File: config.mk
export PLATFORM = sky130hd
export DESIGN_NAME = ide_dma_arbiter
export DESIGN_NICKNAME = d
export VERILOG_FILES = /design/src/rtl/ide_arb_pkg.sv /design/src/rtl/ide_arb_ctrl.sv /design/src/rtl/ide_arb_dpath.sv /design/src/rtl/ide_dma_arbiter.sv
export SDC_FILE = /design/constraint.sdc
export NUM_CORES = 1
export LEC_CHECK = 0
export BUFFER_PORTS_ARGS = -buffer_cell sky130_fd_sc_hd__buf_4
export CAP_MARGIN = 20
export CORE_MARGIN = 4
export CORE_UTILIZATION = 40
export CTS_CLUSTER_DIAMETER = 50
export CTS_CLUSTER_SIZE = 25
export DETAILED_ROUTE_END_ITERATION = 10
export PLACE_DENSITY_LB_ADDON = 0.25
export SLEW_MARGIN = 25
export SYNTH_ARGS = -nofsm -noshare
export SYNTH_HDL_FRONTEND = slang
export SYNTH_SLANG_ARGS = --single-unit
File: constraint.sdc
create_clock -name clk -period 5.7 [get_ports clk]
set_input_delay 1.14 -clock clk [delete_from_list [all_inputs] [get_ports clk]]
set_output_delay 1.14 -clock clk [all_outputs]
set_load 0.1 [all_outputs]
File: src/rtl/ide_arb_pkg.sv
package ide_arb_pkg;
  localparam int NUM_CH = 2;

  typedef enum logic [1:0] {
    ST_IDLE   = 2'd0,
    ST_HOLD   = 2'd1,
    ST_SETTLE = 2'd2,
    ST_XFER   = 2'd3
  } arbState_t;

  // strobes from control to datapath
  typedef struct packed {
    logic wordLoad;  // start a new word: load the wait counter
    logic wordTick;  // word in progress, not in its last cycle
    logic wordDone;  // last cycle of a word
    logic chan;      // channel owning the word
  } arbStrobe_t;
endpackage

File: src/rtl/ide_arb_ctrl.sv
module ide_arb_ctrl
  import ide_arb_pkg::*;
(
  input  logic              clk,
  input  logic              rstN,
  input  logic [NUM_CH-1:0] dmaReq,
  input  logic [NUM_CH-1:0] startBit,
  input  logic [NUM_CH-1:0] blockMode,
  input  logic              holdAck,
  input  logic              wordLast,
  output logic              holdReq,
  output logic              xferActive,
  output logic              xferChan,
  output arbStrobe_t        strobe
);
  arbState_t   state, stateNext;
  logic        chan, chanNext;
  logic        prio, prioNext;
  logic [NUM_CH-1:0] eligible;
  logic        anyElig, pickChan, ownElig, contBlock, wordDone;

  assign eligible  = dmaReq & startBit;
  assign anyElig   = |eligible;
  // favoured channel first, otherwise the other one in the same cycle
  assign pickChan  = eligible[prio] ? prio : ~prio;
  assign ownElig   = eligible[chan];
  assign wordDone  = (state == ST_XFER) && wordLast;
  assign contBlock = blockMode[chan] && ownElig && holdAck;

  always_comb begin
    stateNext = state;
    chanNext  = chan;
    prioNext  = prio;
    unique case (state)
      ST_IDLE: begin
        if (anyElig) begin
          stateNext = ST_HOLD;
          chanNext  = pickChan;
        end
      end
      ST_HOLD: begin
        if (holdAck) stateNext = ST_SETTLE;
      end
      ST_SETTLE: begin
        if (!holdAck)     stateNext = ST_HOLD;
        else if (ownElig) stateNext = ST_XFER;
        else              stateNext = ST_IDLE;
      end
      ST_XFER: begin
        if (wordLast) begin
          if (contBlock) begin
            stateNext = ST_XFER;
          end else if (blockMode[chan] && ownElig && !holdAck) begin
            stateNext = ST_HOLD;          // grant withdrawn: ask again
          end else begin
            stateNext = ST_IDLE;          // transfer releases the bus
            prioNext  = ~chan;
          end
        end
      end
      default: stateNext = ST_IDLE;
    endcase
  end

  always_ff @(posedge clk) begin
    if (!rstN) begin
      state <= ST_IDLE;
      chan  <= 1'b0;
      prio  <= 1'b0;
    end else begin
      state <= stateNext;
      chan  <= chanNext;
      prio  <= prioNext;
    end
  end

  assign holdReq    = (state != ST_IDLE);
  assign xferActive = (state == ST_XFER);
  assign xferChan   = chan;

  always_comb begin
    strobe.wordLoad = ((state == ST_SETTLE) && holdAck && ownElig) ||
                      (wordDone && contBlock);
    strobe.wordTick = (state == ST_XFER) && !wordLast;
    strobe.wordDone = wordDone;
    strobe.chan     = chan;
  end

  // a hold request only starts from an eligible request
  p_gate_start_r2: assert property (@(posedge clk) disable iff (!rstN)
    $rose(holdReq) |-> $past(|(dmaReq & startBit)));

  // a word never starts without a grant in the cycle before
  p_grant_first_r3: assert property (@(posedge clk) disable iff (!rstN)
    $rose(xferActive) |-> $past(holdAck));

  // single-word mode gives the bus back after every word
  p_single_release_r5: assert property (@(posedge clk) disable iff (!rstN)
    (wordDone && !blockMode[xferChan]) |=> !holdReq);

  // priority only moves at the end of a word
  p_prio_hold_r7: assert property (@(posedge clk) disable iff (!rstN)
    !wordDone |=> $stable(prio));

  // the owner cannot change in the middle of a word
  p_owner_fixed_r8: assert property (@(posedge clk) disable iff (!rstN)
    (xferActive && !wordDone) |=> (xferActive && $stable(xferChan)));

  // withdrawal mid-block keeps the hold request up
  p_withdraw_hold_r10: assert property (@(posedge clk) disable iff (!rstN)
    (wordDone && blockMode[xferChan] && eligible[xferChan] && !holdAck)
      |=> (holdReq && !xferActive));
endmodule

File: src/rtl/ide_arb_dpath.sv
module ide_arb_dpath
  import ide_arb_pkg::*;
#(
  parameter int WAIT_W = 4,
  parameter int CNT_W  = 16
) (
  input  logic              clk,
  input  logic              rstN,
  input  arbStrobe_t        strobe,
  input  logic [WAIT_W-1:0] waitCycles,
  input  logic [NUM_CH-1:0] descLoad,
  input  logic [CNT_W-1:0]  descBytes,
  output logic              wordLast,
  output logic [NUM_CH-1:0] descEnd
);
  localparam logic [CNT_W-1:0] WORD_BYTES = CNT_W'(2);

  logic [WAIT_W-1:0] waitCnt;

  always_ff @(posedge clk) begin
    if (!rstN)                waitCnt <= '0;
    else if (strobe.wordLoad) waitCnt <= waitCycles;
    else if (strobe.wordTick) waitCnt <= waitCnt - 1'b1;
  end

  assign wordLast = (waitCnt == '0);

  for (genvar ch = 0; ch < NUM_CH; ch++) begin : g_desc
    logic [CNT_W-1:0] remain;
    logic             hit;

    assign hit = strobe.wordDone && (strobe.chan == ch[0]);

    always_ff @(posedge clk) begin
      if (!rstN)             remain <= '0;
      else if (descLoad[ch]) remain <= descBytes;
      else if (hit)          remain <= (remain <= WORD_BYTES) ? '0 : remain - WORD_BYTES;
    end

    assign descEnd[ch] = hit && (remain != '0) && (remain <= WORD_BYTES);
  end

  // a descriptor end only comes with a finished word, one channel at a time
  p_end_with_word_r11: assert property (@(posedge clk) disable iff (!rstN)
    (|descEnd) |-> (strobe.wordDone && $onehot0(descEnd)));

  // the wait counter only counts down while a word is in progress
  p_wait_count_r4: assert property (@(posedge clk) disable iff (!rstN)
    strobe.wordTick |=> (waitCnt == $past(waitCnt) - 1'b1));
endmodule

File: src/rtl/ide_dma_arbiter.sv
module ide_dma_arbiter
  import ide_arb_pkg::*;
#(
  parameter int WAIT_W = 4,
  parameter int CNT_W  = 16
) (
  input  logic              clk,
  input  logic              rstN,
  input  logic [1:0]        dmaReq,
  input  logic [1:0]        startBit,
  input  logic [1:0]        blockMode,
  input  logic              holdAck,
  input  logic [WAIT_W-1:0] waitCycles,
  input  logic [1:0]        descLoad,
  input  logic [CNT_W-1:0]  descBytes,
  output logic              holdReq,
  output logic              xferActive,
  output logic              xferChan,
  output logic              wordDone,
  output logic [1:0]        descEnd
);
  arbStrobe_t strobe;
  logic       wordLast;

  ide_arb_ctrl u_ctrl (
    .clk        (clk),
    .rstN       (rstN),
    .dmaReq     (dmaReq),
    .startBit   (startBit),
    .blockMode  (blockMode),
    .holdAck    (holdAck),
    .wordLast   (wordLast),
    .holdReq    (holdReq),
    .xferActive (xferActive),
    .xferChan   (xferChan),
    .strobe     (strobe)
  );

  ide_arb_dpath #(.WAIT_W(WAIT_W), .CNT_W(CNT_W)) u_dpath (
    .clk        (clk),
    .rstN       (rstN),
    .strobe     (strobe),
    .waitCycles (waitCycles),
    .descLoad   (descLoad),
    .descBytes  (descBytes),
    .wordLast   (wordLast),
    .descEnd    (descEnd)
  );

  assign wordDone = strobe.wordDone;
endmodule

==> metrics.txt <==
# TYPE chip_impl_metric gauge
chip_impl_info{name="run_status",value="finished clean"} 1
chip_impl_metric{name="worstPathRequired",unit="ps"} 4560
chip_impl_metric{name="synth-adder-area-share",unit=""} 0.0155
chip_impl_info{name="regToRegEndpoint",value="u_dpath.g_desc[0].remain[10]"} 1
chip_impl_metric{name="final_hold_viol_count",unit=""} 0
chip_impl_metric{name="yosys.area_share.xor_xnor",unit=""} 0.0722
chip_impl_metric{name="max-slew-margin-rel",unit=""} 0.535
chip_impl_metric{name="pwr_density_cell",unit="nW/um^2"} 278
chip_impl_info{name="tritoncts",value="built"} 1
chip_impl_metric{name="portBuffers",unit=""} 36
chip_impl_info{name="critical_path.endpoint_type",value="output pin"} 1
chip_impl_metric{name="drv_cap",unit=""} 0
chip_impl_metric{name="synthDistinctLibCells",unit=""} 56
chip_impl_metric{name="irDropWorstVdd",unit="uV"} 123
chip_impl_metric{name="grt_remaining_overflow",unit=""} 0
chip_impl_metric{name="post_cts_hold_buffer_count",unit=""} 0
chip_impl_metric{name="finalWeightedCongestion",unit=""} 0.887
chip_impl_metric{name="clk_path_buf_depth",unit=""} 2
chip_impl_metric{name="path_clk_slew",unit="ps"} 80
chip_impl_metric{name="layout-drive-gt1-share",unit=""} 0.148
chip_impl_metric{name="initialDrtViolationCount",unit=""} 244
chip_impl_info{name="synth_flop_cell",value="sky130_fd_sc_hd__dfxtp_1"} 1
chip_impl_metric{name="remaining_drc_errors",unit=""} 0
chip_impl_metric{name="antenna_found_initial",unit=""} 0
chip_impl_metric{name="syn_area_per_cell",unit="um^2"} 7.71
chip_impl_metric{name="detailed_place_hpwl",unit="mm"} 4.83
chip_impl_metric{name="drtPass1Iterations",unit=""} 4
chip_impl_metric{name="cts.htree.levels",unit=""} 2
chip_impl_metric{name="leakage_dissipation",unit="nW"} 1.16
chip_impl_info{name="cp_slowest_cell",value="sky130_fd_sc_hd__or3_1"} 1
chip_impl_metric{name="routed_wirelength",unit="mm"} 6.52
chip_impl_metric{name="finish.utilization",unit=""} 0.489
chip_impl_info{name="cp-startpoint",value="u_dpath.waitCnt[0]"} 1
chip_impl_metric{name="timing.final.max_slew_violations",unit=""} 0
chip_impl_metric{name="tightest_slew",unit="ps"} 697
chip_impl_metric{name="clock_skew",unit="ps"} 5.63
chip_impl_metric{name="floorplan.initialDensity",unit=""} 0.410
chip_impl_metric{name="seq_area_frac_synth",unit=""} 0.330
chip_impl_metric{name="yosysWarningCount",unit=""} 0
chip_impl_metric{name="crit_buf_inv",unit=""} 2
chip_impl_metric{name="via_per_inst",unit=""} 5.69
chip_impl_info{name="rsz0062_at_grt",value="no"} 1
chip_impl_metric{name="grt_max_degree",unit=""} 33
chip_impl_metric{name="die_w",unit="um"} 85.9
chip_impl_metric{name="synth-edff-count",unit=""} 0
chip_impl_metric{name="syn_area",unit="um^2"} 2430
chip_impl_metric{name="global_route.usage.total",unit=""} 0.185
chip_impl_metric{name="yosys.area_share.simple",unit=""} 0.291
chip_impl_metric{name="worst-path-stages",unit=""} 7
chip_impl_metric{name="number_of_global_route_vias_before_repair",unit=""} 2319
chip_impl_metric{name="clock_insertion_delay_worst_skew",unit="ps"} 300
chip_impl_metric{name="finalWorstPathRequiredPeriod",unit="ps"} 3790
chip_impl_metric{name="clock.fmax",unit="GHz"} 0.264
chip_impl_info{name="critical_path.reg2reg.startpoint",value="u_dpath.waitCnt[0]"} 1
chip_impl_metric{name="depth_of_the_worst_register_to_register_path",unit=""} 7
chip_impl_metric{name="fin_crit_sh",unit=""} 0.665
chip_impl_metric{name="die_height",unit="um"} 85.9
chip_impl_metric{name="cp_max_fo",unit=""} 9
chip_impl_metric{name="accumulated_negative_setup_slack",unit="ps"} 0
chip_impl_metric{name="yosys_register_bits",unit=""} 40
chip_impl_metric{name="antenna-diode-count",unit=""} 0
chip_impl_metric{name="timing.reg2reg.setup_slack",unit="ps"} 3310
chip_impl_metric{name="asyncSetResetFlopFracSynth",unit=""} 0
chip_impl_metric{name="synthesis.instances",unit=""} 315
chip_impl_metric{name="area_fraction_in_compound_gates_after_synthesis",unit=""} 0.226
chip_impl_info{name="highest_count_cells_in_the_layout_ignoring_fill_and_taps",value="sky130_fd_sc_hd__nand2_1 (47), sky130_fd_sc_hd__dfxtp_1 (40), sky130_fd_sc_hd__buf_4 (36)"} 1
chip_impl_metric{name="design.final.nets",unit=""} 378
chip_impl_info{name="synth_top_family_by_area",value="simple AND/OR/NAND/NOR gates"} 1
chip_impl_metric{name="placement_rows",unit=""} 28
chip_impl_metric{name="syn-num-nets",unit=""} 349
chip_impl_metric{name="area_growth_syn_to_layout",unit="%"} 19.3
chip_impl_info{name="endpoint",value="descEnd[0]"} 1
chip_impl_info{name="cts.root.buffer_cell",value="sky130_fd_sc_hd__clkbuf_8"} 1
chip_impl_metric{name="antenna_left",unit=""} 0
chip_impl_info{name="setup.worst_path.class",value="register to output pin"} 1
chip_impl_info{name="hold_class",value="register to register"} 1
chip_impl_metric{name="number_of_ports_placed_on_the_die_boundary",unit=""} 37
chip_impl_metric{name="cts_num_sinks",unit=""} 40
chip_impl_metric{name="cts_made_buffers",unit=""} 5
chip_impl_info{name="cp_top_family",value="simple AND/OR/NAND/NOR gates"} 1
chip_impl_metric{name="critPathArrivalTime",unit="ps"} 2650
chip_impl_metric{name="cts.repair_timing.setup_buffer_count",unit=""} 0
chip_impl_metric{name="post_cts_resize_count",unit=""} 0
chip_impl_metric{name="vias",unit=""} 2389
chip_impl_metric{name="synth_mux_area_frac",unit=""} 0.0206
chip_impl_metric{name="design.die.area",unit="um^2"} 7380
chip_impl_metric{name="post_drt_wl_per_cell",unit="um"} 15.5
chip_impl_metric{name="grt_first_pass_wirelength",unit="mm"} 11.0
chip_impl_info{name="layout.cells.most_common",value="sky130_fd_sc_hd__nand2_1"} 1
chip_impl_info{name="worst_setup_path_start_kind",value="register"} 1
chip_impl_info{name="cp_cell_instances",value="inv_1, ha_1, nor3b_2, nand3_1, or3_1, a211oi_1, buf_4"} 1
chip_impl_metric{name="core_area",unit="um^2"} 5920
chip_impl_metric{name="timing.final.setup_violations",unit=""} 0
chip_impl_metric{name="critical-path-max-stage-delay",unit="ps"} 500
## cell type report
cell class / count / area [um^2]
clock inverter: 3 / 90.1
timing repair buffer: 36 / 270
multi-input combinational: 247 / 1520
tap: 75 / 93.8
inverter: 14 / 52.6
clock buffer: 5 / 68.8
sequential: 40 / 801
fill: 592 / 3030
## layer usage
layer	global-route usage	wire length, um	up-vias
met1	0.248	3080	1118
met4	0.0489	70	0
met5	0	0	-
met3	0.0442	375	8
li1	-	-	1200
met2	0.299	2990	63
## how the worst min path moves through the flow
stage          depth (start not counted)  slack, ps                        start                          end
6_report                               2        500  u_dpath.g_desc[0].remain[0]  u_dpath.g_desc[0].remain[0]
5_1_grt                                2        580                  u_ctrl.prio                  u_ctrl.prio
4_1_cts                                2        510  u_dpath.g_desc[0].remain[0]  u_dpath.g_desc[0].remain[0]
3_5_place_dp                           2        490  u_dpath.g_desc[0].remain[0]  u_dpath.g_desc[0].remain[0]
3_3_place_gp                           2        500  u_dpath.g_desc[0].remain[0]  u_dpath.g_desc[0].remain[0]
2_1_floorplan                          2        460  u_dpath.g_desc[0].remain[0]  u_dpath.g_desc[0].remain[0]
## cells by family after synthesis
family | Yosys count
flops | 40
buf+inv | 28
mux | 5
fa+ha+maj | 3
xor+xnor | 20
compound gates | 81
simple gates | 138
## state kept, by name, indices dropped and copies added, names as in the netlist
| name | count |
|---|---|
| u_dpath.g_desc.remain | 32 |
| u_dpath.waitCnt | 4 |
| u_ctrl.state | 2 |
| u_ctrl.prio | 1 |
| u_ctrl.xferChan | 1 |
## metrics by stage
step,area [um^2],instances,total power (W),setup slack [ps],hold slack (ps)
finish,2900,420,0.000804,1910,504
global route,2900,420,0.000843,1660,582
CTS,2900,420,0.000809,1890,513
detailed placement,2740,412,0.000483,2240,494
global placement,2740,412,0.000481,2300,499
floorplan,2430,315,0.000435,271,460
## where the power goes
group          internal, W  total [W]  switching (W)  leakage (nW)
Clock             0.000219   0.000325       0.000106        0.0784
Combinational    0.0000665   0.000157      0.0000901         0.752
Sequential        0.000298   0.000322      0.0000243         0.329
## synthesized netlist by cell type (all sizes together), types with 4 or more instances
master,number,area share
nor4,10,0.026
nand3,8,0.016
a21boi,6,0.019
inv,14,0.022
nor3,14,0.029
o21ai,31,0.065
dfxtp,40,0.33
nand4,5,0.013
and3,5,0.013
a21oi,8,0.016
o21a,6,0.019
or4,4,0.012
clkbuf,12,0.019
nand2,47,0.073
mux2i,5,0.021
xnor2,17,0.061
or3,7,0.020
nor2,18,0.028
## worst min-delay path: cells and delay by family (launching register included)
kind	cells	cell delay [ps]
DFF	1	320
AOI/OAI and AO/OA	1	80
buffers and inverters	1	60
(Power assumes the default switching activity.)
